[src/rtl/lsl_pkg.sv]
package lsl_pkg;
  typedef enum logic [1:0] {
    SZ_BYTE = 2'd0,
    SZ_HALF = 2'd1,
    SZ_WORD = 2'd2,
    SZ_BAD  = 2'd3
  } size_e;

  typedef struct packed {
    size_e      size;
    logic       zext;
    logic [1:0] off;
  } ld_tag_t;
endpackage

[src/rtl/lsl_store_lanes.sv]
module lsl_store_lanes
  import lsl_pkg::*;
#(
  parameter bit BIG_ENDIAN = 1'b1
) (
  input  size_e       size,
  input  logic [1:0]  off,
  input  logic [31:0] din,
  output logic [3:0]  be,
  output logic [31:0] dout
);
  logic [1:0] lane;

  generate
    if (BIG_ENDIAN) begin : g_be
      assign lane = 2'd3 - off;
    end else begin : g_le
      assign lane = off;
    end
  endgenerate

  always_comb begin
    case (size)
      SZ_BYTE: begin
        be   = 4'b0001 << lane;
        dout = {4{din[7:0]}};
      end
      SZ_HALF: begin
        be   = (off[1] ^ BIG_ENDIAN) ? 4'b1100 : 4'b0011;
        dout = {2{din[15:0]}};
      end
      default: begin
        be   = 4'b1111;
        dout = din;
      end
    endcase
  end
endmodule

[src/rtl/lsl_load_extract.sv]
module lsl_load_extract
  import lsl_pkg::*;
#(
  parameter bit BIG_ENDIAN = 1'b1
) (
  input  ld_tag_t     tag,
  input  logic [31:0] word,
  output logic [31:0] dout
);
  logic [1:0]  lane;
  logic        upper_half;
  logic [7:0]  b;
  logic [15:0] h;

  generate
    if (BIG_ENDIAN) begin : g_be
      assign lane       = 2'd3 - tag.off;
      assign upper_half = ~tag.off[1];
    end else begin : g_le
      assign lane       = tag.off;
      assign upper_half = tag.off[1];
    end
  endgenerate

  always_comb begin
    b = word[8*lane +: 8];
    h = upper_half ? word[31:16] : word[15:0];
    case (tag.size)
      SZ_BYTE: dout = {{24{b[7] & ~tag.zext}}, b};
      SZ_HALF: dout = {{16{h[15] & ~tag.zext}}, h};
      default: dout = word;
    endcase
  end
endmodule

[src/rtl/lsl_tag_fifo.sv]
module lsl_tag_fifo
  import lsl_pkg::*;
#(
  parameter int DEPTH = 4
) (
  input  logic    clk,
  input  logic    rst_n,
  input  logic    push,
  input  ld_tag_t din,
  input  logic    pop,
  output ld_tag_t dout,
  output logic    full,
  output logic    empty
);
  localparam int PW = (DEPTH > 1) ? $clog2(DEPTH) : 1;
  localparam int CW = $clog2(DEPTH + 1);

  ld_tag_t        slots [DEPTH];
  logic [PW-1:0]  wp, rp;
  logic [CW-1:0]  cnt;

  assign full  = (cnt == CW'(DEPTH));
  assign empty = (cnt == '0);
  assign dout  = slots[rp];

  always_ff @(posedge clk) begin
    if (push) slots[wp] <= din;
  end

  always_ff @(posedge clk) begin
    if (!rst_n) begin
      wp  <= '0;
      rp  <= '0;
      cnt <= '0;
    end else begin
      if (push) wp <= (wp == PW'(DEPTH - 1)) ? '0 : wp + 1'b1;
      if (pop)  rp <= (rp == PW'(DEPTH - 1)) ? '0 : rp + 1'b1;
      case ({push, pop})
        2'b10:   cnt <= cnt + 1'b1;
        2'b01:   cnt <= cnt - 1'b1;
        default: cnt <= cnt;
      endcase
    end
  end


  tag_bound_chk: assert property (@(posedge clk) disable iff (!rst_n)
    cnt <= CW'(DEPTH));


  no_overflow_chk: assert property (@(posedge clk) disable iff (!rst_n)
    full && !pop |=> full);
endmodule

[src/rtl/lsl_lane_unit.sv]
module lsl_lane_unit
  import lsl_pkg::*;
#(
  parameter int AW         = 16,
  parameter int DEPTH      = 4,
  parameter bit BIG_ENDIAN = 1'b1
) (
  input  logic          clk,
  input  logic          rst_n,
  input  logic          req_valid,
  output logic          req_ready,
  input  logic          req_write,
  input  logic [1:0]    req_size,
  input  logic          req_unsigned,
  input  logic [AW-1:0] req_addr,
  input  logic [31:0]   req_wdata,
  output logic          mem_valid,
  input  logic          mem_ready,
  output logic          mem_write,
  output logic [AW-3:0] mem_waddr,
  output logic [3:0]    mem_be,
  output logic [31:0]   mem_wdata,
  input  logic          rsp_mem_valid,
  output logic          rsp_mem_ready,
  input  logic [31:0]   rsp_mem_rdata,
  output logic          ld_valid,
  input  logic          ld_ready,
  output logic [31:0]   ld_data,
  output logic          misalign
);
  size_e      size;
  logic       legal, can_go, push, pop, full, empty;
  logic [3:0] st_be;
  ld_tag_t    new_tag, head_tag;

  assign size = size_e'(req_size);

  always_comb begin
    case (size)
      SZ_BYTE: legal = 1'b1;
      SZ_HALF: legal = ~req_addr[0];
      SZ_WORD: legal = (req_addr[1:0] == 2'b00);
      default: legal = 1'b0;
    endcase
  end

  assign can_go    = req_write | ~full;
  assign mem_valid = req_valid & legal & can_go;
  assign req_ready = ~legal | (mem_ready & can_go);
  assign misalign  = req_valid & ~legal;
  assign mem_write = req_write;
  assign mem_waddr = req_addr[AW-1:2];
  assign mem_be    = (req_write & legal) ? st_be : 4'b0000;

  lsl_store_lanes #(.BIG_ENDIAN(BIG_ENDIAN)) u_st (
    .size (size),
    .off  (req_addr[1:0]),
    .din  (req_wdata),
    .be   (st_be),
    .dout (mem_wdata)
  );

  assign new_tag = '{size: size, zext: req_unsigned, off: req_addr[1:0]};
  assign push    = req_valid & legal & ~req_write & mem_ready & ~full;
  assign pop     = ld_valid & ld_ready;

  lsl_tag_fifo #(.DEPTH(DEPTH)) u_tags (
    .clk   (clk),
    .rst_n (rst_n),
    .push  (push),
    .din   (new_tag),
    .pop   (pop),
    .dout  (head_tag),
    .full  (full),
    .empty (empty)
  );

  assign ld_valid      = rsp_mem_valid & ~empty;
  assign rsp_mem_ready = ld_ready & ~empty;

  lsl_load_extract #(.BIG_ENDIAN(BIG_ENDIAN)) u_ld (
    .tag  (head_tag),
    .word (rsp_mem_rdata),
    .dout (ld_data)
  );


  misalign_drop_chk: assert property (@(posedge clk) disable iff (!rst_n)
    misalign |-> !mem_valid && req_ready);


  load_no_be_chk: assert property (@(posedge clk) disable iff (!rst_n)
    mem_valid && !mem_write |-> mem_be == 4'b0000);


  byte_one_lane_chk: assert property (@(posedge clk) disable iff (!rst_n)
    mem_valid && mem_write && req_size == 2'd0 |-> $countones(mem_be) == 1);


  zext_byte_chk: assert property (@(posedge clk) disable iff (!rst_n)
    ld_valid && head_tag.zext && head_tag.size == SZ_BYTE |-> ld_data[31:8] == 24'd0);


  rsp_gate_chk: assert property (@(posedge clk) disable iff (!rst_n)
    rsp_mem_ready |-> !empty);
endmodule

[config.mk]
export PLATFORM = sky130hd
export DESIGN_NAME = lsl_lane_unit
export DESIGN_NICKNAME = d
export VERILOG_FILES = /design/src/rtl/lsl_pkg.sv /design/src/rtl/lsl_store_lanes.sv /design/src/rtl/lsl_load_extract.sv /design/src/rtl/lsl_tag_fifo.sv /design/src/rtl/lsl_lane_unit.sv
export SDC_FILE = /design/constraint.sdc
export NUM_CORES = 1
export LEC_CHECK = 0
export BUFFER_PORTS_ARGS = -buffer_cell sky130_fd_sc_hd__buf_4
export CORE_ASPECT_RATIO = 0.7
export CORE_MARGIN = 4
export CORE_UTILIZATION = 42
export DETAILED_ROUTE_END_ITERATION = 8
export GPL_TIMING_DRIVEN = 1
export PLACE_DENSITY_LB_ADDON = 0.2
export SYNTH_ARGS = -nofsm -noshare
export SYNTH_HDL_FRONTEND = slang
export SYNTH_SLANG_ARGS = --single-unit
export TNS_END_PERCENT = 30
[constraint.sdc]
create_clock -name clk -period 2.71 [get_ports clk]
set_input_delay 0.542 -clock clk [delete_from_list [all_inputs] [get_ports clk]]
set_output_delay 0.542 -clock clk [all_outputs]
set_load 0.01 [all_outputs]
==> metrics.md, run 1 <==
| Metric | Value |
|---|---|
| Status | `finished with violations` |
| Failing checks | `negative setup slack` |
| Syn. warnings | `0` |
| TritonRoute pass-1 iters | `4` |
| Area of the core | `5756 sq um` |
| Largest net degree at the start of global routing | `36` |
| Crit path max-delay family | `multiplexers` |
| Synth area leaders | `edfxtp_1, mux2_2, dfxtp_1` |
| Crit-path max cell delay | `0.61 ns` |
| Crit path setup slack, layout | `-0.09607 ns` |
| Routed vias/inst | `5.298` |
| TritonCTS Buffers | `5` |
| Slew @ Worst Pin | `0.6190 ns` |
| Top-area cell type share of the netlist area | `0.2398` |
| Syn Nets | `364` |
| Number of diodes | `0` |
| Initial Utilization | `0.4352` |
| Final WL | `a little under 8000 um` |
| Seq/Total Area, Yosys | `0.3117` |
| Worst path arrival time | `2.26 ns` |
| Synth-to-layout area growth | `49.60%` |
| Worst path slowest cell | `mux4_2` |
| DP Area | `between 3000 and 4000 sq um` |
| # hold bufs at CTS | `0` |
| Startpoint types | `flip-flop` |
| Die height | `72.62 um` |
| Vias | `~2500` |
| Hold Vio Cnt, Final | `0` |
| Io pins | `178` |
| Drt wl/cell | `16.53 um` |
| GRT overflow | `0` |
| Post-synth cell types | `38` |
| Max Cap Viol | `0` |
| Post-Synthesis Cells | `267` |
| Vias in the first global route | `2342` |
| Crit share post-route | `1.035` |
| Tmin final | `2.806 ns` |
| Cell leakage power | `0.001683 uW` |
| Slew Viols, Final | `0` |
| Drt first-iter violations | `121` |
| Asr flop ratio synth | `0` |
| Hold crit path type | `in -> reg` |
| First-pass GRT wire length | `approximately 12000 um` |
| Layout net count | `491` |
| DP Worst Slack | `just over 0.01 ns` |
| Layout cells sized above 1 | `0.5215` |
| Final Cell Area | `3747 sq um` |
| Pwr dens | `344.1 nW/um^2` |
| GR Util All Layers | `0.2030` |
| Peak supply drop | `~0.0002 V` |
| Clock slew at reported path FFs | `around 0.06 ns` |
| CTS Root Cell | `clkbuf_8` |
| Fin Clk Skew | `0.001964 ns` |
| Die ar. | `7284 sq um` |
| R2r setup slk | `0.27 ns` |
| Largest fanout on the critical path | `8` |
| Post-detailed-route DRC marker count | `0` |
| Cell type with the largest total area after synthesis | `edfxtp_1` |
| Max Freq | `0.3564 GHz` |
| Initial antenna violation count | `0` |
| Finish-stage setup viols | `27` |
| Final estimated routing congestion in global placement | `0.7898` |
| Number of synthesized flops with an enable pin | `20` |
| Relative slew slack | `0.5873` |
| #FFs+latches synth | `29` |
| Post-synthesis average cell area | `9.382 sq um` |
| Total power | `1289 uW` |
| Buf/Inv on CP | `2` |
| ANT nets after route | `0` |
| CTS tree | `built` |
| Clk sinks | `29` |
| WP data required | `2.17 ns` |
| Setup TNS | `-0.9580 ns` |
| Crit path cell chain | `buf_6 > mux4_2 > mux2i_1 > mux2_4 > o221ai_2 > buf_4` |
| Later-pin clock latency in the skew report | `about 0.28 ns` |
| Max Buffers Root-to-Sink | `2` |
| CTS H-tree depth | `2` |
| Crit Path Category | `reg -> out` |
| CP Capture Type | `output pin` |
| Top FF cell, synth | `edfxtp_1` |
| Hpwl dp | `6031 um` |
| Post-Syn Area | `2505 sq um` |
| RSZ-0062 raised after global routing | `yes` |
| Port Buffers | `roughly 150` |
| Site Rows | `23` |
| Die W | `between 100 and 150 um` |
placed cells by master, fill, tap and decap left out, drive strengths merged, types with 4 or more instances in the layout:
master,n
a221o,8
a22oi,5
and2,6
buf,158
clkbuf,8
dfxtp,9
edfxtp,20
ha,6
inv,7
mux2,23
mux2i,17
mux4,5
nand2,35
nor2,11
nor2b,10
o21ai,36
o221ai,4
or3,4
report_power, final:
part           leakage [uW]  internal, uW  total, uW  switching [uW]
registers          0.000254           476        480            3.92
logic               0.00138           247        445             198
clock network     0.0000455           207        364             157
total               0.00168           930       1290             359
routing by layer:
layer | track usage | wire, um
met5 | 0 | 0
met4 | 0.03288 | 62
met3 | 0.04489 | 542
met2 | 0.3348 | 3801
met1 | 0.2798 | 3361
area by class of cell:
class / count / area [sq um]
multi-input cells: 193 / 1535
inverters: 7 / 26.28
flip-flops and latches: 29 / 784.5
clock buffers: 8 / 90.09
well taps: 75 / 93.84
repair buffers: 158 / 1217
fillers: 506 / 2008
flip-flops by register name, summed over array words and instances, names as in the netlist, named ones only:
signal        count
u_tags.wp         2
u_tags.slots     20
u_tags.rp         2
u_tags.cnt        3
synthesized netlist by cell type (all sizes together), types with 2 or more instances:
master  number
a221o        8
edfxtp      20
buf         31
ha           6
nor3         3
nor2b       10
o31a         2
nor2        11
mux2        22
clkbuf       8
o221ai       4
a21oi        2
a21boi       3
mux2i       17
or3          4
a22oi        5
nand2b       3
and2         6
mux4         5
nand2       35
nor3b        3
o21ai       36
inv          7
xor2         2
dfxtp        9
kinds of logic (layout without fill, tap and decap cells):
group	after synthesis	in the layout	synth area share
compound gates	60	60	0.1528
xor+xnor	3	3	0.01049
fa+ha+maj	7	7	0.03796
buf+inv	46	173	0.1149
flops	29	29	0.3117
mux	44	45	0.2208
simple gates	78	78	0.1514
worst paths after layout:
path	start	to	cells past startpoint
hold / removal	req_unsigned	u_tags.slots[0][2]	1
setup / recovery	flip-flop	ld_data[9]	6
hold reg to reg	u_tags.rp[0]	flip-flop	2
setup reg to reg	u_tags.cnt[0]	u_tags.cnt[2]	10
metrics by stage:
stage	utilization	std cells	hold WS [ns]
2_1_floorplan	-	267	0.4666
3_3_place_gp	0.6109	460	0.5050
3_5_place_dp	0.6109	460	0.5058
4_1_cts	0.6454	470	0.4632
5_1_grt	0.6511	470	0.4636
6_report	0.6511	470	0.4731
what timing repair did:
item,4_1_cts,5_1_grt
gates cloned,1,0
gates resized for setup,21,9
buffers inserted,1,0
pin swaps,4,0
endpoints found under the setup margin,32,32
Note: power is estimated with default switching activity, not from simulation.
==> run 2: changes to the inputs <==
--- a/config.mk
+++ b/config.mk
@@ -8,3 +8,3 @@
 export BUFFER_PORTS_ARGS = -buffer_cell sky130_fd_sc_hd__buf_4
-export CORE_ASPECT_RATIO = 0.7
+export CORE_ASPECT_RATIO = 0.6
 export CORE_MARGIN = 4
--- a/constraint.sdc
+++ b/constraint.sdc
@@ -3,2 +3,2 @@
 set_output_delay 0.542 -clock clk [all_outputs]
-set_load 0.01 [all_outputs]
+set_load 0.005 [all_outputs]
==> run 2 against run 1 <==
Against the previous run:
- the run still ends with negative setup slack left
- clock power is essentially flat
- final area up 0.30%
- fmax hardly changed
- clock skew grew 0.012 ns
- wire length up 1.4%
- first-iteration DRC count rose by 5.0%
- flip-flop and latch count did not move
- die area grew 0.28%
- combinational power decreased by 7.0%
- register-to-register slack got worse by 0.02 ns
- worst hold slack got worse by 0.0059 ns
- critical path type unchanged
- largest cell class unchanged
==> metrics.md, run 2 (synthesized netlist as in run 1, its figures left out) <==
| Metric | Value |
|---|---|
| Layout net count | `493` |
| Peak supply drop | `0.0002429 V` |
| Commonest non-fill, non-tap cell in the layout | `buf_4` |
| Largest net degree at the start of global routing | `36` |
| GRT Max-Usage Layer | `met2` |
| Relative slew slack | `0.5788` |
| Most frequent cells in the layout | `buf_4, nand2_1, edfxtp_1` |
| First-pass GRT wire length | `11870 um` |
| Failing checks | `negative setup slack` |
| Drt wl/cell | `between 15 and 20 um` |
| Met2 Track Usage GR | `0.3328` |
| TritonRoute pass-1 iters | `4` |
| Fillcell total | `467` |
| Synth-to-layout area growth | `50.05%` |
| HP Start | `req_unsigned` |
| Clock slew at reported path FFs | `roughly 0.070 ns` |
| WP data required | `around 2.2 ns` |
| Worst reg2reg path depth | `10` |
| Cell leakage power | `0.001690 uW` |
| Hold Vio Cnt, Final | `0` |
| Internal | `926.0 uW` |
| Vias in the first global route | `2307` |
| GR Util All Layers | `0.2085` |
| DP Worst Slack | `0.1163 ns` |
| Largest fanout on the critical path | `8` |
| Clk sinks | `29` |
| Die W | `107.7 um` |
| Hold crit path type | `in -> reg` |
| CTS tree | `built` |
| Max Cap Viol | `0` |
| Layout cells sized above 1 | `0.5365` |
| DP Area | `about 3500 sq um` |
| Crit path setup slack, layout | `-0.09369 ns` |
| Crit Path Category | `reg -> out` |
| Final Cell Area | `approximately 3800 sq um` |
| P_sw | `329.8 uW` |
| Initial antenna violation count | `0` |
| Final WL | `7878 um` |
| Top Registers | `u_tags.slots (20), u_tags.cnt (3)` |
| Most flops, register | `u_tags.slots` |
| CTS H-tree depth | `2` |
| Slew Viols, Final | `0` |
| RSZ-0062 raised after global routing | `yes` |
| Fin Clk Skew | `0.01398 ns` |
| GRT overflow | `0` |
| Max Freq | `0.3567 GHz` |
| Die height | `around 68 um` |
| Worst r2r src | `u_tags.cnt[2]` |
| ANT nets after route | `0` |
| Met3 Use GR | `0.03770` |
| Slew @ Worst Pin | `~0.63 ns` |
| Largest register FFs | `20` |
| # hold bufs at CTS | `0` |
| Combinational Power Share | `0.329` |
| Site Rows | `21` |
| Crit share post-route | `1.035` |
| Worst path arrival time | `2.26 ns` |
| Post-detailed-route DRC marker count | `0` |
| CTS Root Cell | `clkbuf_8` |
| Area of the multi-input gates | `roughly 1500 sq um` |
| Clk pwr share | `0.288` |
| Drt first-iter violations | `around 130` |
| Tmin final | `~2.8 ns` |
| Pwr dens | `334.1 nW/um^2` |
| Later-pin clock latency in the skew report | `0.28 ns` |
| Routed vias/inst | `5.229` |
| CP Capture Type | `output pin` |
| Share of power burned in registers | `0.382` |
| Die ar. | `7304 sq um` |
| Hold depth | `1` |
| Vias | `2494` |
| Number of diodes | `0` |
| Max Buffers Root-to-Sink | `2` |
| Startpoint types | `flip-flop` |
| Port Buffers | `149` |
| Finish-stage setup viols | `30` |
| Register cell area after layout | `slightly below 800 sq um` |
| Hpwl dp | `~6000 um` |
| Io pins | `approximately 180` |
| Total power | `1256 uW` |
| Hold slack | `approximately 0.47 ns` |
| Initial Utilization | `0.4414` |
| GR Util met1 | `0.3013` |
| Area of the core | `5675 sq um` |
| Switch share | `0.2626` |
| TritonCTS Buffers | `5` |
| Status | `finished with violations` |
| Final estimated routing congestion in global placement | `0.8045` |
==> run 2: cell types whose count changed in the layout (fill, tap and decap cells not counted) <==
cell     delta
nor2b_2     +1
buf_4       +6
o21ai_1     -2
o21ai_2     +2
buf_12      -1
mux2i_2     -1
mux2i_1     +1
nor2b_1     -1
nor2_1      -3
nor2_2      +3
buf_6       -3
==> run 2: stage by stage <==
| stage | instances | TNS (ns) | util |
|---|---|---|---|
| after CTS | 476 | -0.3002 | 0.6530 |
| after global routing | 477 | -3.910 | 0.6623 |
| after detailed placement | 465 | 0 | 0.6206 |
| final | 477 | -1.112 | 0.6623 |
| after global placement | 465 | 0 | 0.6206 |
| after floorplan | 267 | 0 | - |
==> run 2: area by class of cell <==
type                            count  area share
Timing Repair Buffer              160      0.3216
Inverter                            7    0.006991
Sequential cell                    29      0.2087
Clock buffer                        8     0.02397
Tap cell                           80     0.02663
Multi-Input combinational cell    193      0.4121
==> run 2: final timing paths <==
path | slack, ns | endpoint
max | -0.09 | ld_data[1]
min | 0.47 | u_tags.slots[2][2]
max reg2reg | 0.25 | u_tags.cnt[2]
min reg2reg | 0.49 | flip-flop
==> run 2: power by group through the flow <==
stage | logic (uW) | registers (uW) | clock network [uW]
finish | 414 | 480 | 362
global route | 450 | 480 | 391
CTS | 406 | 480 | 366
detailed placement | 390 | 490 | 0
global placement | 388 | 490 | 0
floorplan | 179 | 489 | 0
==> run 2: timing repair <==
action,in CTS,in global routing
buffers inserted,2,1
cloned,1,0
resized for setup,20,12
pin swaps,4,3
setup endpoints to repair,32,32
==> run 2: worst max-delay path, stage by stage (launching register included) <==
cell	delay, ns
dfxtp_4	0.37
buf_6	0.12
mux4_2	0.60
or3_4	0.49
nor2_2	0.12
a221o_1	0.16
buf_4	0.12
==> run 2: metal layers <==
metal	wire length, um	vias up	share of wire
met5	0	-	0
met1	3655	1210	0.46
met4	34	0	0.0043
met3	448	6	0.057
li1	-	1204	-
met2	3740	74	0.47
==> run 3: changes to the inputs <==
- CORE_UTILIZATION: 42 -> 38
- SKIP_CTS_REPAIR_TIMING: not set -> 1
- clock period: 2.71 -> 2.4 ns (I/O delays scaled with it)
==> run 3 against run 2 <==
Against the previous run:
- the run still ends with negative setup slack left
- setup slack got worse by 0.24 ns
- final area rose by 3.7%
- highest routed layer unchanged
- register-to-register slack got worse by 0.06 ns
- largest power group unchanged
==> metrics.md, run 3 (synthesized netlist as in run 1, its figures left out) <==
| Metric | Value |
|---|---|
| Status | `finished with violations` |
| Fin Clk Skew | `0.004069 ns` |
| Drt first-iter violations | `265` |
| Largest fanout on the critical path | `5` |
| Worst reg2reg path depth | `10` |
| Hold slack | `0.4114 ns` |
| Cell leakage power | `roughly 0.0018 uW` |
| Register cell area after layout | `784.5 sq um` |
| Crit path max-delay family | `multiplexers` |
| Combinational Power Share | `0.346` |
| CP Capture Type | `output pin` |
| P_sw | `~380 uW` |
| Peak supply drop | `0.0002268 V` |
| Max Cap Viol | `0` |
| Hpwl dp | `6296 um` |
| Synth-to-layout area growth | `55.59%` |
| RSZ-0062 raised after global routing | `yes` |
| TritonRoute pass-1 iters | `5` |
| Fillcell total | `~500` |
| Max Freq | `0.3658 GHz` |
| Vias in the first global route | `around 2400` |
| Hold crit path type | `in -> reg` |
| Max Buffers Root-to-Sink | `2` |
| Crit Path Category | `reg -> out` |
| Final core occ | `0.6237` |
| Port Buffers | `149` |
| Worst path slowest cell | `mux4_2` |
| CTS tree | `built` |
| Switch share | `0.2722` |
| Final WL | `8334 um` |
| Clk pwr share | `0.268` |
| GRT overflow | `0` |
| Later-pin clock latency in the skew report | `0.28 ns` |
| Largest register FFs | `20` |
| CTS Root Cell | `clkbuf_8` |
| CTS H-tree depth | `2` |
| Slew @ Worst Pin | `between 0.3 and 0.4 ns` |
| Die height | `70.89 um` |
| Worst r2r src | `u_tags.cnt[2]` |
| Most flops, register | `u_tags.slots` |
| GR Util All Layers | `0.1881` |
| R2r setup slk | `~0.19 ns` |
| ANT nets after route | `0` |
| Final Cell Area | `3897 sq um` |
| Internal | `1019 uW` |
| Most frequent cells in the layout | `buf_4, nand2_1, o21ai_1, edfxtp_1, mux2_2` |
| Layout net count | `509` |
| Routed vias/inst | `5.127` |
| Commonest non-fill, non-tap cell in the layout | `buf_4` |
| Buf/Inv on CP | `2` |
| Number of diodes | `0` |
| Crit share post-route | `1.139` |
| RR Endpoint | `u_tags.cnt[2]` |
| Post-detailed-route DRC marker count | `0` |
| Hold depth | `1` |
| Worst path arrival time | `roughly 2.3 ns` |
| Largest net degree at the start of global routing | `36` |
| Drt wl/cell | `16.77 um` |
| Failing checks | `negative setup slack` |
| Crit path cell chain | `mux4_2 > mux2i_2 > buf_4 > nor2_1 > a221o_1 > buf_4` |
| Finish-stage setup viols | `32` |
| First-pass GRT wire length | `about 12000 um` |
| Site Rows | `22` |
| Layout cells sized above 1 | `0.5496` |
| Top cell by count, worst path | `buf_4` |
| Vias | `2548` |
| Relative slew slack | `0.7529` |
| Tmin final | `2.734 ns` |
| Hold EP | `u_tags.slots[2][2]` |
| Startpoint types | `flip-flop` |
| Crit path setup slack, layout | `-0.3336 ns` |
| Area of the multi-input gates | `roughly 1600 sq um` |
| Die ar. | `7997 sq um` |
| Io pins | `178` |
| Top Registers | `u_tags.slots (20), u_tags.cnt (3)` |
| Initial Utilization | `0.4009` |
| Pwr dens | `about 360 nW/um^2` |
| Final estimated routing congestion in global placement | `between 0.8 and 0.9` |
| DP Area | `3645 sq um` |
| Share of power burned in registers | `0.386` |
| Setup TNS | `-8.564 ns` |
| Die W | `112.8 um` |
| Crit-path max cell delay | `0.61 ns` |
| Initial antenna violation count | `0` |
| Area of the core | `roughly 6200 sq um` |
| WP data required | `1.92 ns` |
| TritonCTS Buffers | `5` |
| Clk sinks | `29` |
| HP Start | `req_unsigned` |
| Clock slew at reported path FFs | `0.06 ns` |
| Slew Viols, Final | `0` |
| Hold Vio Cnt, Final | `0` |
## run 3: cell type report
class,count,share of cell area
Clock inverter,3,0.003210
Clock buffer,5,0.01766
Multi-Input combinational cell,194,0.4010
Tap cell,84,0.02697
Inverter,7,0.006742
Timing Repair Buffer,175,0.3432
Sequential cell,29,0.2013
## run 3: per-layer routing
| metal | up-vias | GRT usage | share of wire |
|---|---|---|---|
| met5 | - | 0 | 0 |
| met3 | 11 | 0.04701 | 0.086 |
| met2 | 105 | 0.2867 | 0.46 |
| met1 | 1186 | 0.2745 | 0.45 |
| li1 | 1246 | - | - |
| met4 | 0 | 0.02933 | 0.0073 |
## run 3: how the worst max path moves through the flow
stage	start	end	slack, ns	cells after the start
final	u_tags.slots[3][1]	ld_data[7]	-0.33	6
after global routing	flip-flop	ld_data[15]	-0.40	6
after CTS	flip-flop	ld_data[1]	-0.48	6
after detailed placement	flip-flop	ld_data[1]	-0.18	6
after global placement	flip-flop	ld_data[0]	-0.11	6
after floorplan	req_size[0]	u_tags.cnt[2]	0.01	11
## run 3: per-stage QoR
| stage | worst slack, ns | cells | power (uW) |
|---|---|---|---|
| 2_1_floorplan | 0.01299 | 267 | 754.1 |
| 3_3_place_gp | -0.1052 | 483 | 1005 |
| 3_5_place_dp | -0.1830 | 483 | 1010 |
| 4_1_cts | -0.4831 | 491 | 1381 |
| 5_1_grt | -0.3976 | 497 | 1476 |
| 6_report | -0.3336 | 497 | 1401 |
## run 3: power groups by stage
stage	combinational (uW)	clock [uW]	sequential (uW)
4_1_cts	461	379	541
5_1_grt	527	408	541
3_3_place_gp	453	0	552
6_report	485	375	541
2_1_floorplan	202	0	552
3_5_place_dp	458	0	552
